<file path="src/rtl/lms_pkg.sv">
package lms_pkg;
  typedef enum logic [1:0] {
    OP_NONE = 2'd0,
    OP_PUSH = 2'd1,
    OP_COMP = 2'd2,
    OP_POP  = 2'd3
  } lms_op_e;
endpackage

</file>
<file path="src/rtl/lms_store.sv">
module lms_store #(
  parameter int DEPTH = 8,
  parameter int W     = 64,
  localparam int AW   = (DEPTH > 1) ? $clog2(DEPTH) : 1
) (
  input  logic          clk,
  input  logic          we,
  input  logic [AW-1:0] waddr,
  input  logic [W-1:0]  wdata,
  input  logic [AW-1:0] raddr,
  output logic [W-1:0]  rdata
);
  logic [W-1:0] mem [DEPTH];

  always_ff @(posedge clk) begin
    if (we) mem[waddr] <= wdata;
  end

  assign rdata = mem[raddr];
endmodule

</file>
<file path="src/rtl/lms_next.sv">
module lms_next
  import lms_pkg::*;
#(
  parameter int LANES = 32
) (
  input  lms_op_e          op,
  input  logic             full,
  input  logic             empty,
  input  logic [LANES-1:0] cur,
  input  logic [LANES-1:0] pred,
  input  logic [LANES-1:0] top_parent,
  input  logic [LANES-1:0] top_pred,
  output logic [LANES-1:0] nxt,
  output logic             accept,
  output logic             sets_zero
);
  always_comb begin
    nxt       = cur;
    accept    = 1'b0;
    sets_zero = 1'b0;
    unique case (op)
      OP_PUSH: if (!full) begin
        accept    = 1'b1;
        nxt       = cur & pred;
        sets_zero = 1'b1;
      end
      OP_COMP: if (!empty) begin
        accept    = 1'b1;
        nxt       = top_parent & ~top_pred;
        sets_zero = 1'b1;
      end
      OP_POP: if (!empty) begin
        accept = 1'b1;
        nxt    = top_parent;
      end
      default: ;
    endcase
  end
endmodule

</file>
<file path="src/rtl/lane_mask_stack.sv">
module lane_mask_stack
  import lms_pkg::*;
#(
  parameter int LANES = 32,
  parameter int DEPTH = 8,
  localparam int DW   = $clog2(DEPTH + 1),
  localparam int AW   = (DEPTH > 1) ? $clog2(DEPTH) : 1
) (
  input  logic             clk,
  input  logic             rst,
  input  logic             push_i,
  input  logic             comp_i,
  input  logic             pop_i,
  input  logic [LANES-1:0] pred_i,
  output logic [LANES-1:0] active_o,
  output logic [DW-1:0]    depth_o,
  output logic             ovf_o,
  output logic             udf_o,
  output logic             zero_path_o
);
  lms_op_e          op;
  logic             full, empty, accept, sets_zero;
  logic [LANES-1:0] nxt, top_parent, top_pred;
  logic [DW-1:0]    depth_m1;
  logic [2*LANES-1:0] rd_word;

  // fixed priority push > complement > pop
  always_comb begin
    if (push_i)      op = OP_PUSH;
    else if (comp_i) op = OP_COMP;
    else if (pop_i)  op = OP_POP;
    else             op = OP_NONE;
  end

  assign full     = (depth_o == DW'(DEPTH));
  assign empty    = (depth_o == '0);
  assign depth_m1 = depth_o - DW'(1);

  lms_store #(.DEPTH(DEPTH), .W(2*LANES)) u_store (
    .clk   (clk),
    .we    (op == OP_PUSH && !full),
    .waddr (depth_o[AW-1:0]),
    .wdata ({active_o, pred_i}),
    .raddr (depth_m1[AW-1:0]),
    .rdata (rd_word)
  );

  assign top_parent = rd_word[2*LANES-1:LANES];
  assign top_pred   = rd_word[LANES-1:0];

  lms_next #(.LANES(LANES)) u_next (
    .op         (op),
    .full       (full),
    .empty      (empty),
    .cur        (active_o),
    .pred       (pred_i),
    .top_parent (top_parent),
    .top_pred   (top_pred),
    .nxt        (nxt),
    .accept     (accept),
    .sets_zero  (sets_zero)
  );

  always_ff @(posedge clk) begin
    if (rst) begin
      active_o    <= '1;
      depth_o     <= '0;
      ovf_o       <= 1'b0;
      udf_o       <= 1'b0;
      zero_path_o <= 1'b0;
    end else begin
      active_o <= nxt;
      if (accept && op == OP_PUSH) depth_o <= depth_o + DW'(1);
      else if (accept && op == OP_POP) depth_o <= depth_m1;
      if (op == OP_PUSH && full) ovf_o <= 1'b1;
      if (op == OP_POP && empty) udf_o <= 1'b1;
      if (accept && sets_zero)          zero_path_o <= (nxt == '0);
      else if (accept && op == OP_POP)  zero_path_o <= 1'b0;
    end
  end

  // depth never exceeds capacity
  p_depth_bound_r5: assert property (@(posedge clk) disable iff (rst)
    depth_o <= DW'(DEPTH));

  // a push never turns on a lane that was off
  p_push_subset_r2: assert property (@(posedge clk) disable iff (rst)
    (push_i && !full) |=> ((active_o & ~$past(active_o)) == '0) &&
                          (depth_o == $past(depth_o) + DW'(1)));

  // push while full changes nothing but the flag
  p_no_overflow_r6: assert property (@(posedge clk) disable iff (rst)
    (push_i && full) |=> $stable(active_o) && $stable(depth_o) && ovf_o);

  // pop while empty changes nothing but the flag
  p_no_underflow_r7: assert property (@(posedge clk) disable iff (rst)
    (pop_i && !push_i && !comp_i && empty) |=> $stable(active_o) && udf_o);

  // complement keeps depth
  p_comp_depth_r3: assert property (@(posedge clk) disable iff (rst)
    (comp_i && !push_i) |=> $stable(depth_o));

  // zero-path flag after an accepted push
  p_zero_flag_r8: assert property (@(posedge clk) disable iff (rst)
    (push_i && !full) |=> (zero_path_o == (active_o == '0)));

  // sticky flags never fall outside reset
  p_sticky_r6: assert property (@(posedge clk) disable iff (rst)
    ovf_o |=> ovf_o);
  p_sticky_r7: assert property (@(posedge clk) disable iff (rst)
    udf_o |=> udf_o);
endmodule

</file>
<file path="config.mk">
export PLATFORM = sky130hd
export DESIGN_NAME = lane_mask_stack
export DESIGN_NICKNAME = d
export VERILOG_FILES = /design/src/rtl/lms_pkg.sv /design/src/rtl/lms_store.sv /design/src/rtl/lms_next.sv /design/src/rtl/lane_mask_stack.sv
export SDC_FILE = /design/constraint.sdc
export NUM_CORES = 1
export LEC_CHECK = 0
export BUFFER_PORTS_ARGS = -buffer_cell sky130_fd_sc_hd__buf_4
export CORE_UTILIZATION = 60
export CTS_CLUSTER_SIZE = 8
export DETAILED_ROUTE_END_ITERATION = 8
export GPL_TIMING_DRIVEN = 1
export PLACE_DENSITY = 0.85
export RECOVER_POWER = 50
export SKIP_LAST_GASP = 1
export SYNTH_ARGS = -nofsm -noshare
export SYNTH_HDL_FRONTEND = slang
export SYNTH_SLANG_ARGS = --single-unit
</file>
<file path="constraint.sdc">
create_clock -name clk -period 9.28 [get_ports clk]
set_clock_uncertainty 0.1 [all_clocks]
set_input_delay 0.464 -clock clk [delete_from_list [all_inputs] [get_ports clk]]
set_output_delay 0.464 -clock clk [all_outputs]
set_load 0.02 [all_outputs]
</file>
# Word-level counts from Yosys, hierarchy flattened
# Memories as Yosys holds them, arrays and structs flattened.
# Index checks and enable logic that the tools add are counted.
[classes]
n_bitwise = 3
n_eq_ne = 4
add_sub_neg = 2
muxes = 17
reduce_logical = 12
[ops]
columns = ["cell", "count"]
rows = [
  ["32-bit 2-to-1 mux", 3],
  ["32-bit one-hot mux with 3 select lines", 1],
  ["32-bit AND", 2],
  ["32-bit zero test", 1],
  ["32-bit NOT", 1],
  ["4-bit 2-to-1 mux", 2],
  ["1-bit logical AND", 6],
  ["1-bit 2-to-1 mux", 6],
  ["2-bit 2-to-1 mux", 3],
  ["4-bit by 1-bit adder with 4-bit output, second input constant", 1],
  ["2-bit equality test, second input constant", 2],
  ["4-bit equality test, second input constant", 1],
  ["4-bit zero test", 1],
  ["1-bit one-hot mux with 2 select lines", 2],
  ["2-bit nonzero test", 2],
  ["4-bit by 1-bit subtractor with 4-bit output, second input constant", 1],
  ["2-bit by 1-bit equality test with 1-bit output, second input constant", 1],
  ["2-bit OR reduction", 1],
  ["1-bit zero test", 1],
]
[word_totals]
inputBits = 37
mem_bits_rw = 512
elab_cells = 44
out_inout_bits = 39
mem_count = 1
regBits = 39
[memory_table]
columns = ["memory", "words", "word_bits", "rd", "rd_clocked_by_memory_dff", "write_ports", "line_no", "rtl"]
rows = [
  ["u_store.mem", 8, 64, 1, 0, 1, "lms_store.sv:13", "logic [W-1:0] mem [DEPTH];"],
]

# Longest topological paths before layout
# Gate-level depths: netlist of run 1.
[depth]
depth_word = 9
depth_mapped = 16
ltp_nobuf = 12

# Modules after synthesis
# From an unflattened synthesis of run 1, not the netlist that was laid out.
[hier_totals]
cells_unflattened = 1104
area_unflattened_um2 = 22046.1
[by_module_without_submodules]
columns = ["module", "seq_area_each_um2", "instances", "cells_each", "area_each_um2"]
rows = [
  ["lms_store", 15374.7, 1, 752, 19266.0],
  ["lms_next", 0.0, 1, 228, 1463.9],
  ["lane_mask_stack", 780.7, 1, 124, 1316.3],
]

# Least setup slack after synthesis of run 1
# OpenSTA, ideal clock, no wires.
[synth_path]
path_kind = "register -> register"
startpoint = "reg depth_o[0]"
endpoint = "mem u_store.mem[0][0], enable pin"
path_buffers = 3
synth_period_minus_slack_ns = 7.181
arrival_ns = 6.516
path_slack_ns = 2.099
required_ns = 8.615
stages_incl_launch_ff = 10
setup_ns = 0.565
cell_sequence = "dfxtp_1 -> buf_6 -> buf_6 -> inv_1 -> clkbuf_1 -> ha_1 -> and3b_1 -> nand2b_1 -> or2_2 -> nor3_1"
[synth_via]
elab_chain_cells = 5
[synth_rtl]
columns = ["element", "line_no", "rtl"]
rows = [
  ["start, declared", "lane_mask_stack.sv:16", "output logic [DW-1:0] depth_o,"],
  ["start signal, assigned", "lane_mask_stack.sv:73", "if (accept && op == OP_PUSH) depth_o <= depth_o + DW'(1);"],
  ["start signal, assigned", "lane_mask_stack.sv:74", "else if (accept && op == OP_POP) depth_o <= depth_m1;"],
  ["4-bit equality test", "lane_mask_stack.sv:35", "assign full = (depth_o == DW'(DEPTH));"],
  ["1-bit zero test", "--", ""],
  ["1-bit logical AND", "lane_mask_stack.sv:41", ".we (op == OP_PUSH && !full),"],
  ["1-bit 2-to-1 mux", "lms_store.sv:16", "if (we) mem[waddr] <= wdata;"],
  ["1-bit 2-to-1 mux (implied by the code)", "lms_store.sv:16", ""],
  ["end, declared", "lms_store.sv:13", ""],
]
# Parallel ways exist; a longest one is shown, timed or not.

# Worst setup path after layout of run 1
[layout_path]
startpoint = "reg depth_o[0]"
endpoint = "reg zero_path_o"
[layout_via]
elab_chain_cells = 8
elab_cells_between_ends = 19
classes_between = "add/sub: 1; eq/ne: 1; mux: 9; bitwise: 2; reduce/logical: 5; memory: 1"
[layout_rtl]
columns = ["element", "line_no", "rtl"]
rows = [
  ["4-bit by 1-bit subtractor with 4-bit output", "lane_mask_stack.sv:37", "assign depth_m1 = depth_o - DW'(1);"],
  ["memory read 8 x 64 bit", "--", ""],
  ["32-bit NOT", "lms_next.sv:29", "nxt = top_parent & ~top_pred;"],
  ["32-bit AND", "lms_next.sv:29", ""],
  ["32-bit 2-to-1 mux", "lms_next.sv:27", "OP_COMP: if (!empty) begin"],
  ["32-bit one-hot mux with 3 select lines", "lms_next.sv:21", "unique case (op)"],
  ["32-bit zero test", "lane_mask_stack.sv:77", "if (accept && sets_zero) zero_path_o <= (nxt == '0);"],
  ["1-bit 2-to-1 mux", "lane_mask_stack.sv:77", ""],
  ["end signal, assigned", "lane_mask_stack.sv:77", ""],
  ["end, declared", "lane_mask_stack.sv:19", "output logic zero_path_o"],
]
# Parallel ways exist; a longest one is shown, timed or not.
# A chain may end at the register's enable or synchronous reset.

==> impl_results.md, run 1 <==
* Status: finished with violations
* Failing checks: capacitance limit, slew limit
* Final #Nets at 1483
* Fill cells at roughly 2.1k
* Highest Signal Layer: met5
* Setup TNS at 0 ns
* Wire per inst at around 28 um
* Worst vdd ir at ~140 uV
* Final GP Congestion at roughly 0.8
* Post-synth net total at around 1.4k
* P&R area growth vs syn at 13.9%
* Drt drc at 0
* Max Clock Freq at 146 MHz
* Root buffer cell: clkbuf_16
* Top cells by area, synth: edfxtp_1, mux4_2, dfxtp_1
* Share of the clock period used by the worst path at 0.737
* Pin count of the biggest net entering global routing at 76
* Area leader, netlist: edfxtp_1
* Number of non-filler instances in the completed layout at 1967
* Area of the die at 0.0377 sq mm
* Final number of max-transition violations at 40
* First-pass GRT wire length at approximately 84000 um
* Critical Path RT at around 9.7 ns
* Core Area at between 0.03 and 0.04 sq mm
* Dpl ws at around 4.4 ns
* CTS Buf Count at 79
* Yosys warning count at 0
* FP Rows at 70
* Hold EP: u_store.mem[1][29]$_DFFE_PP_
* Reg2Reg Launch Point: depth_o[0]$_SDFFE_PP0P_
* Post-CTS sizing at 0
* Port bufs at 75
* Commonest cells after routing, fill and taps aside: edfxtp_1, nand2_1, clkbuf_1
* Die Y at about 190 um
* Placed Cells at about 1.8k
* Setup Fix Bufs, Post-CTS at 0
* Vias per Instance at between 6 and 7
* Post-DP HPWL at ~28000 um
* CP arrival at 7.25 ns
* Power Density at 254 mW/mm^2
* CTS tree: done
* Number of flops mapped to enable cells by yosys at about 500
* Routed Antenna Nets at 0
* Final WL at 55700 um
* Final setup viols at 0
* Critical path capture point type: flop
* CTS HTree Levels at 3
* Vias in the first global route at 14.2k
* Synthesized flop and latch total at 551
* Mapped Avg Cell Area at about 17 sq um
* Leakage dissipation at slightly above 8 nW
* Metal-1 WL at approximately 20000 um
* Seq/Total Area, Yosys at 0.729
* Hold Path Stages at 1
* Gate Count Post-Synth at ~1.3k
* Worst Hold Class: in2reg
* Hold Buf Count CTS at 0
* Share of cells above drive strength 1 at 0.158
* Max-cap violations at 1
* RSZ-0062 raised after global routing: no
* Critical R2R Capture: zero_path_o$_SDFFE_PP0P_
* Asr flop ratio synth at 0
* Synth top area share at 0.693
* Metal2 WL at between 20000 and 30000 um
* Ports at between 70 and 80
* Commonest non-fill, non-tap cell in the layout: edfxtp_1
* Starting Density at 0.607
* Worst hold start: pred_i[29]
* Routed vias at ~14k
* R2R Setup Slk at approximately 2.4 ns
* Reg2Reg Depth at 11
* Worst-margin pin slew at ~2.3 ns
* CTS max path bufs at 3
* Final core utilization at 0.692
* Worst-path fanout max at 75
* DIE WIDTH at 194 um
* GRT Total Usage at 0.297
* Worst rel slew slack at -0.536
* Fin. Hold Viols at 0
* Primary FF master, synth: edfxtp_1
* CP Class: reg2reg
* Mapped Area at 0.0222 sq mm
* CTS Sinks at ~550
* DRT iter0 DRCs at about 2.2k
* Grt ovf at 0
* Tmin final at between 6 and 7 ns
* Worst setup SP type: flop
* DRT Pass-1 Iters at 9
* Final WS setup at 2.44 ns
* Synth unique cells at 66
* Worst-path clk slew at 0.05 ns
* Initial antenna violation count at 1
* Clock Latency Late Sink at between 0.5 and 0.6 ns
* Met3 Wirelength at between 6000 and 7000 um
[power by group]
group / leakage, nW / switching, mW / internal [mW]
clock network: 1.11 / 1.00 / 1.66
registers: 4.92 / 0.104 / 2.85
logic: 2.14 / 0.516 / 0.270
[layer usage]
metal	up-vias	GRT usage
met1	6812	0.386
met3	229	0.0684
met2	1126	0.476
met5	-	0
li1	5566	-
met4	2	0.148
[flip-flops by register name, indices dropped and copies added, names as in the netlist]
signal	count
zero_path_o	1
udf_o	1
u_store.mem	512
ovf_o	1
depth_o	4
active_o	32
[kinds of logic after synthesis]
kind of cell             synth area share
adder cells (fa/ha/maj)           0.00339
XOR/XNOR                          0.00282
multiplexers                       0.0880
buffers and inverters              0.0256
flip-flops                          0.729
AND/OR/NAND/NOR                    0.0666
AO/OA/AOI/OAI                      0.0851
[layout make-up]
cell class | count | area, sq um | share of cell area
Inverter | 44 | 165 | 0.00654
Multi-Input combinational cell | 664 | 5530 | 0.219
Timing Repair Buffer | 100 | 488 | 0.0193
Antenna cell | 1 | 2.50 | 0.0000991
Sequential cell | 551 | 16200 | 0.639
Clock inverter | 4 | 38.8 | 0.00154
Clock buffer | 135 | 2290 | 0.0908
Tap cell | 468 | 586 | 0.0232
[critical path: stages (launching register included)]
cell	delay, ns
dfxtp_1	1.88
inv_1	0.95
ha_4	0.84
buf_4	0.70
mux4_2	0.40
nand2_1	0.12
nand2_1	0.08
a21oi_1	0.20
a21oi_1	0.18
nor4_1	0.73
nand4_1	0.22
o31ai_2	0.27
[through the flow]
step / area [sq um] / hold slack, ns / power (mW)
detailed placement: 23200 / 0.436 / 3.77
floorplan: 22200 / 0.463 / 3.49
finish: 25300 / 0.164 / 6.41
CTS: 25500 / 0.0219 / 6.43
global placement: 23200 / 0.402 / 3.74
global route: 25300 / 0.180 / 6.57
[how the worst max path moves through the flow]
| stage | start | end | slack (ns) |
|---|---|---|---|
| after global routing | depth_o[0]$_SDFFE_PP0P_ | zero_path_o$_SDFFE_PP0P_ | 2.05 |
| after CTS | depth_o[0]$_SDFFE_PP0P_ | zero_path_o$_SDFFE_PP0P_ | 4.22 |
| final | depth_o[0]$_SDFFE_PP0P_ | zero_path_o$_SDFFE_PP0P_ | 2.44 |
| after global placement | depth_o[0]$_SDFFE_PP0P_ | zero_path_o$_SDFFE_PP0P_ | 4.42 |
| after detailed placement | depth_o[0]$_SDFFE_PP0P_ | zero_path_o$_SDFFE_PP0P_ | 4.36 |
| after floorplan | depth_o[0]$_SDFFE_PP0P_ | u_store.mem[0][0]$_DFFE_PP_ | 2.10 |
[Yosys cell counts (5+ instances only)]
cell       instances
o221ai_1          24
a32oi_1            5
buf_6              7
nor2_1            30
a31oi_1           13
nand3_1           15
mux4_2            75
mux2i_1           24
buf_1              7
nand4_1            5
buf_4             10
and3_1             7
o211ai_1          22
a21boi_0           7
dfxtp_1           39
a22o_1             6
o32ai_1           29
o211a_1           10
clkbuf_1          26
o22ai_1           14
a22oi_1           18
inv_1             44
nand2_1          142
o21ai_0           29
a211oi_1           6
buf_2             25
a311oi_1           7
or2_2             19
edfxtp_1         512
nand2b_1          50
o2111ai_1          7
ha_1               6
a221oi_1           9
nor3_1            10
a21oi_1           15
Power figures use the tool's default switching activity.
==> run 2, diff against run 1 <==
==> constraint.sdc (replaced) <==
create_clock -name clk -period 6.55 [get_ports clk]
set_clock_uncertainty 0.1 [all_clocks]
set_input_delay 0.3275 -clock clk [delete_from_list [all_inputs] [get_ports clk]]
set_output_delay 0.3275 -clock clk [all_outputs]
set_load 0.02 [all_outputs]
==> run 2 against run 1 <==
Net effect: final area is 1.3% higher; sequential power is 41% higher; the flow now finishes without violations; global-route usage is 0.16 points lower; combinational power is 45% higher; register-to-register slack worse by 0.18 ns; critical path type unchanged; non-clock buffer count is 35 higher; largest power group unchanged; via count is 0.16% higher; sequential share of layout area is 0.79 points lower; hold slack worse by 0.0094 ns; first-iteration DRC count is 11% lower; routed wire length is 1.1% lower.
==> impl_results.md, run 2 (synthesized netlist as in run 1, its figures left out) <==
* Final number of max-transition violations at 0 (-100%)
* Dpl ws at 2.33 ns (-2.03 ns)
* CP arrival at 4.68 ns (-2.57 ns)
* Initial antenna violation count at 1 (unchanged)
* Critical path capture point type: flop
* Final setup viols at 0 (unchanged)
* Most flop-heavy register: u_store.mem
* Setup Fix Bufs, Post-CTS at 0 (unchanged)
* Max Clock Freq at 233 MHz (+59%)
* Final core utilization at 0.701 (+0.00880)
* Commonest cells after routing, fill and taps aside: edfxtp_1, nand2_1, clkbuf_1
* DIE WIDTH at 194 um (unchanged)
* Largest register FFs at 512 (unchanged)
* Leakage dissipation at 8.29 nW (+1.4%)
* Routed Antenna Nets at 0 (unchanged)
* Setup TNS at 0 ns (unchanged)
* Worst-path fanout max at 55 (-27%)
* CTS Buf Count at 78 (-1.3%)
* CP max-delay cell: ha_4
* P&R area growth vs syn at 15.4%
* Clock Latency Late Sink at 0.58 ns (about the same)
* Grt ovf at 0 (unchanged)
* Port bufs at 75 (unchanged)
* CTS tree: done
* Status: completed
* Final WS setup at 2.26 ns (-0.180 ns)
* Worst vdd ir at 234 uV (+64%)
* Final #Nets at 1517 (+2.3%)
* Worst rel slew slack at 0.192 (+0.727)
* Wire per inst at 27.6 um (-2.7%)
* Fin. Hold Viols at 0 (unchanged)
* Vias in the first global route at 14.1k (-1.1%)
* CP cell instances: inv_1 > ha_4 > buf_4 > mux4_2 > mux2_2 > a221oi_1 > a32o_1 > nand2_1 > nor3_2 > nand4_1 > o31ai_2
* First-pass GRT wire length at 82900 um (-0.76%)
* Worst Hold Class: in2reg
* Critical R2R Capture: zero_path_o$_SDFFE_PP0P_
* Critical Path Stages at 11 (unchanged)
* FP Rows at 70 (unchanged)
* Area of the die at 0.0377 sq mm (unchanged)
* Drt drc at 0 (unchanged)
* GRT Total Usage at 0.295 (-0.00163)
* Tmin final at 4.29 ns (-2.55 ns)
* Buf/Inv on CP at 2 (unchanged)
* Reg2Reg Launch Point: depth_o[1]$_SDFFE_PP0P_
* Worst setup endpoint: zero_path_o$_SDFFE_PP0P_
* Root buffer cell: clkbuf_16
* CTS Sinks at 551 (unchanged)
* Share of the clock period used by the worst path at 0.655 (-0.0820)
* Starting Density at 0.607 (unchanged)
* Largest registers: u_store.mem (512), active_o (32), depth_o (4)
* Final GP Congestion at 0.832 (+2.3%)
* Commonest non-fill, non-tap cell in the layout: edfxtp_1
* CTS HTree Levels at 3 (unchanged)
* Total power at 9.01 mW (+40%)
* Core Area at 0.0365 sq mm (unchanged)
* Placed Instance Area at 0.0233 sq mm (+0.37%)
* Reg2Reg Depth at 11 (unchanged)
* RSZ-0062 raised after global routing: no
* Worst hold start: rst
* Max-cap violations at 0 (-1)
* DRT Pass-1 Iters at 6 (-3)
* Largest stage delay on the critical path at 0.84 ns (-1.04 ns)
* Pin count of the biggest net entering global routing at 130 (+71%)
* Die Y at 194 um (unchanged)
* CP top delay family: compound AO/OA/AOI/OAI gates
* CP Class: reg2reg
* Power Density at 352 mW/mm^2 (+39%)
* Antenna fix cells at 0 (-1)
* Post-DP HPWL at 29100 um (+3.2%)
* DRT iter0 DRCs at 1951 (-11%)
* Worst-margin pin slew at 1.21 ns (-1.09 ns)
* Ports at 76 (unchanged)
* Final instance area at 0.0256 sq mm (+1.3%)
* Routed vias at 13.8k (+0.16%)
* Worst setup SP type: flop
* Final WL at 55100 um (-1.1%)
* R2R Setup Slk at 2.26 ns (-0.18 ns)
* Worst-path clk slew at 0.06 ns (about the same)
* Critical Path Source: depth_o[1]$_SDFFE_PP0P_
* CTS max path bufs at 3 (unchanged)
* Vias per Instance at 6.88 (-1.5%)
* Critical Path RT at 6.94 ns (-2.74 ns)
* Share of cells above drive strength 1 at 0.155 (-0.00351)
-- run 2: through the flow --
step	cells	hold WS [ns]
after floorplan	1334	0.326
after global placement	1830	0.412
after detailed placement	1830	0.428
after CTS	2000	0.106
after global routing	2000	0.141
final	2000	0.154
-- run 2: area by class of cell --
| cell class | count | area, sq um |
|---|---|---|
| flip-flops and latches | 551 | 16200 |
| well taps | 468 | 586 |
| inverters | 44 | 165 |
| multi-input cells | 664 | 5550 |
| clock inverters | 4 | 42.5 |
| clock buffers | 134 | 2200 |
| repair buffers | 135 | 881 |
| fillers | 2077 | 10900 |
-- run 2: worst reg2reg max path: cells and delay by family, from the launching register on --
family / cells / cell delay [ns]
AOI/OAI and AO/OA: 3 / 0.89
adders and majority gates: 1 / 0.84
buffers and inverters: 2 / 0.65
DFF: 1 / 0.59
muxes: 2 / 0.66
and+or+nand+nor: 3 / 0.48
-- run 2: worst min path at each step --
stage	end	slack [ns]	cells after the start
6_report	ovf_o$_SDFFE_PP0P_	0.15	2
5_1_grt	depth_o[3]$_SDFFE_PP0P_	0.14	2
4_1_cts	ovf_o$_SDFFE_PP0P_	0.11	2
3_5_place_dp	udf_o$_SDFFE_PP0P_	0.43	2
3_3_place_gp	ovf_o$_SDFFE_PP0P_	0.41	2
2_1_floorplan	u_store.mem[0][0]$_DFFE_PP_	0.33	0
-- run 2: power breakdown --
part / switching, mW / leakage [nW] / internal, mW
Sequential: 0.133 / 4.92 / 4.04
Combinational: 0.743 / 2.29 / 0.398
Clock: 1.42 / 1.07 / 2.27
-- run 2: layer usage --
metal | global-route usage | wire length, um | part of all wire
met5 | 0 | 0 | 0
met4 | 0.158 | 2490 | 0.045
met3 | 0.0564 | 5990 | 0.11
met2 | 0.478 | 27000 | 0.49
met1 | 0.383 | 19700 | 0.36
-- run 2: repair_timing --
item,CTS,global route
resized for setup,0,0
hold buffers,32,0
endpoints found under the hold margin,256,0
==> run 3, diff against run 2 <==
--- a/config.mk
+++ b/config.mk
@@ -6,11 +6,11 @@
 export NUM_CORES = 1
 export LEC_CHECK = 0
 export BUFFER_PORTS_ARGS = -buffer_cell sky130_fd_sc_hd__buf_4
-export CORE_UTILIZATION = 60
+export CORE_UTILIZATION = 56
 export CTS_CLUSTER_SIZE = 8
 export DETAILED_ROUTE_END_ITERATION = 8
 export GPL_TIMING_DRIVEN = 1
-export PLACE_DENSITY = 0.85
+export PLACE_DENSITY = 0.84
 export RECOVER_POWER = 50
 export SKIP_LAST_GASP = 1
 export SYNTH_ARGS = -nofsm -noshare
==> constraint.sdc (replaced) <==
create_clock -name clk -period 3.5 [get_ports clk]
set_clock_uncertainty 0.1 [all_clocks]
set_input_delay 0.175 -clock clk [delete_from_list [all_inputs] [get_ports clk]]
set_output_delay 0.175 -clock clk [all_outputs]
set_load 0.02 [all_outputs]
==> run 3 against run 2 <==
Net effect: clock power is 89% higher; critical path depth is 2 lower; sequential share of layout area is 1.5 points lower; routed wire length is 1.5% higher; core utilization is 2.6 points lower; setup slack worse by 2.1 ns; combinational power is 110% higher; clock-buffer cell count is 2 higher; highest routed layer is now met5.
==> impl_results.md, run 3 (synthesized netlist as in run 1, its figures left out) <==
* Number of non-filler instances in the completed layout at 2099 (+5.0%)
* Final GP Congestion at 0.844 (+1.4%)
* Worst-path clk slew at 0.05 ns (about the same)
* CP max-delay cell: mux4_2
* CTS tree: done
* Leakage dissipation at 8.59 nW (+3.6%)
* Power Density at 654 mW/mm^2 (+86%)
* Status: completed
* Total power at 17.1 mW (+90%)
* Register area at 0.0162 sq mm (unchanged)
* Final WL at 56000 um (+1.5%)
* R2R Setup Slk at 0.12 ns (-2.14 ns)
* Worst vdd ir at 375 uV (+60%)
* CP arrival at 3.79 ns (-0.89 ns)
* Largest register FFs at 512 (unchanged)
* Routed Antenna Nets at 0 (unchanged)
* Worst Hold Class: in2reg
* Largest registers: u_store.mem (512), active_o (32), depth_o (4)
* Drt drc at 0 (unchanged)
* Max-cap violations at 0 (unchanged)
* First-pass GRT wire length at 85100 um (+2.7%)
* Final setup viols at 0 (unchanged)
* Initial antenna violation count at 1 (unchanged)
* Share of the clock period used by the worst path at 0.966 (+0.310)
* Commonest cells after routing, fill and taps aside: edfxtp_1, nand2_1, clkbuf_1
* Critical path capture point type: flop
* Vias in the first global route at 14.5k (+3.0%)
* Fill cells at 2318 (+12%)
* CTS Buf Count at 78 (unchanged)
* DRT Pass-1 Iters at 6 (unchanged)
* Final core utilization at 0.675 (-0.0256)
* RSZ-0062 raised after global routing: no
* Fin. Hold Viols at 0 (unchanged)
* Critical Path RT at 3.91 ns (-3.03 ns)
* GRT Total Usage at 0.281 (-0.0142)
* Wire per inst at 26.7 um (-3.3%)
* P&R area growth vs syn at 18.2%
* DRT iter0 DRCs at 1690 (-13%)
* CP cell instances: buf_12 > buf_12 > mux4_2 > nand2_1 > nand2_1 > a221oi_1 > nand4_1 > or3_1 > o31ai_2
* DIE WIDTH at 201 um (+3.5%)
* Final number of max-transition violations at 0 (unchanged)
* Worst-path fanout max at 54 (-1.8%)
* FP Rows at 72 (+2.9%)
* Commonest non-fill, non-tap cell in the layout: edfxtp_1
* Pin count of the biggest net entering global routing at 55 (-58%)
* Max Clock Freq at 296 MHz (+27%)
* Most flop-heavy register: u_store.mem
* Grt ovf at 0 (unchanged)
* Worst rel slew slack at 0.493 (+0.302)
* Final #Nets at 1565 (+3.2%)
* Root buffer cell: clkbuf_16
* CTS Sinks at 551 (unchanged)
* CP Class: reg2reg
* Setup TNS at 0 ns (unchanged)
* Port bufs at 75 (unchanged)
* Routed vias at 13.9k (+1.2%)
* Starting Density at 0.571 (-0.0360)
* Tmin final at 3.38 ns (-0.913 ns)
* Multi-input gate area at 0.00556 sq mm (+0.18%)
* CP top delay family: simple AND/OR/NAND/NOR gates
* Share of cells above drive strength 1 at 0.182 (+0.0268)
* CTS HTree Levels at 3 (unchanged)
* Vias per Instance at 6.63 (-3.6%)
* Worst-margin pin slew at 0.757 ns (-0.453 ns)
* CTS max path bufs at 3 (unchanged)
* Post-DP HPWL at 30800 um (+5.9%)
* Worst setup SP type: flop
* Buf/Inv on CP at 2 (unchanged)
* Area of the die at 0.0404 sq mm (+7.1%)
* Ports at 76 (unchanged)
* Placed Cells at 1919 (+4.9%)
* Die Y at 201 um (+3.5%)
* Core Area at 0.0388 sq mm (+6.3%)
* Clock Latency Late Sink at 0.60 ns (+0.02 ns)
* Largest stage delay on the critical path at 0.56 ns (-0.28 ns)
* Antenna fix cells at 0 (unchanged)
run 3: area by class of cell:
cell class                 count  area share
tap                          518      0.0247
clock inverter                 3     0.00129
sequential                   551       0.617
multi-input combinational    664       0.212
inverter                      44     0.00649
timing repair buffer         183      0.0527
clock buffer                 136      0.0860
run 3: power by group:
part           leakage (nW)  switching, mW  internal [mW]  total [mW]
sequential             4.92          0.236           7.57        7.80
clock                  1.09           2.64           4.32        6.96
combinational          2.57           1.46          0.907        2.37
run 3: through the flow:
| stage | hold WS [ns] | cell area, sq um | worst slack (ns) |
|---|---|---|---|
| finish | 0.272 | 26200 | 0.121 |
| global route | 0.286 | 26200 | 0.0106 |
| CTS | 0.245 | 26400 | 0.0965 |
| detailed placement | 0.322 | 23800 | 0.191 |
| global placement | 0.317 | 23800 | 0.280 |
| floorplan | 0.174 | 22300 | -0.285 |
run 3: what timing repair did:
item                       CTS  global route
setup endpoints to repair    0             1
hold endpoints to repair   267             0
hold buffers                33             0
buffers inserted             0             8
resized for setup            0             0
run 3: path summary, 6_finish.rpt:
| check | end | cells after the start | startpoint |
|---|---|---|---|
| max | zero_path_o$_SDFFE_PP0P_ | 9 | depth_o[0]$_SDFFE_PP0P_ |
| min | zero_path_o$_SDFFE_PP0P_ | 6 | push_i |
| max reg2reg | zero_path_o$_SDFFE_PP0P_ | 9 | depth_o[0]$_SDFFE_PP0P_ |
| min reg2reg | udf_o$_SDFFE_PP0P_ | 2 | udf_o$_SDFFE_PP0P_ |
run 3: layer usage:
layer,track usage,wire length [um],vias up
li1,-,-,5721
met1,0.363,20600,6968
met2,0.455,27100,1020
met3,0.0597,6030,214
met4,0.140,2140,2
met5,0,13,-
run 3: worst reg2reg max path, delay by kind of cell (launching register included):
kind                   cells  cell delay (ns)
multiplexers               1             0.59
AND/OR/NAND/NOR            4             0.82
AO/OA/AOI/OAI              2             0.68
flip-flops                 1             0.38
buffers and inverters      2             0.73
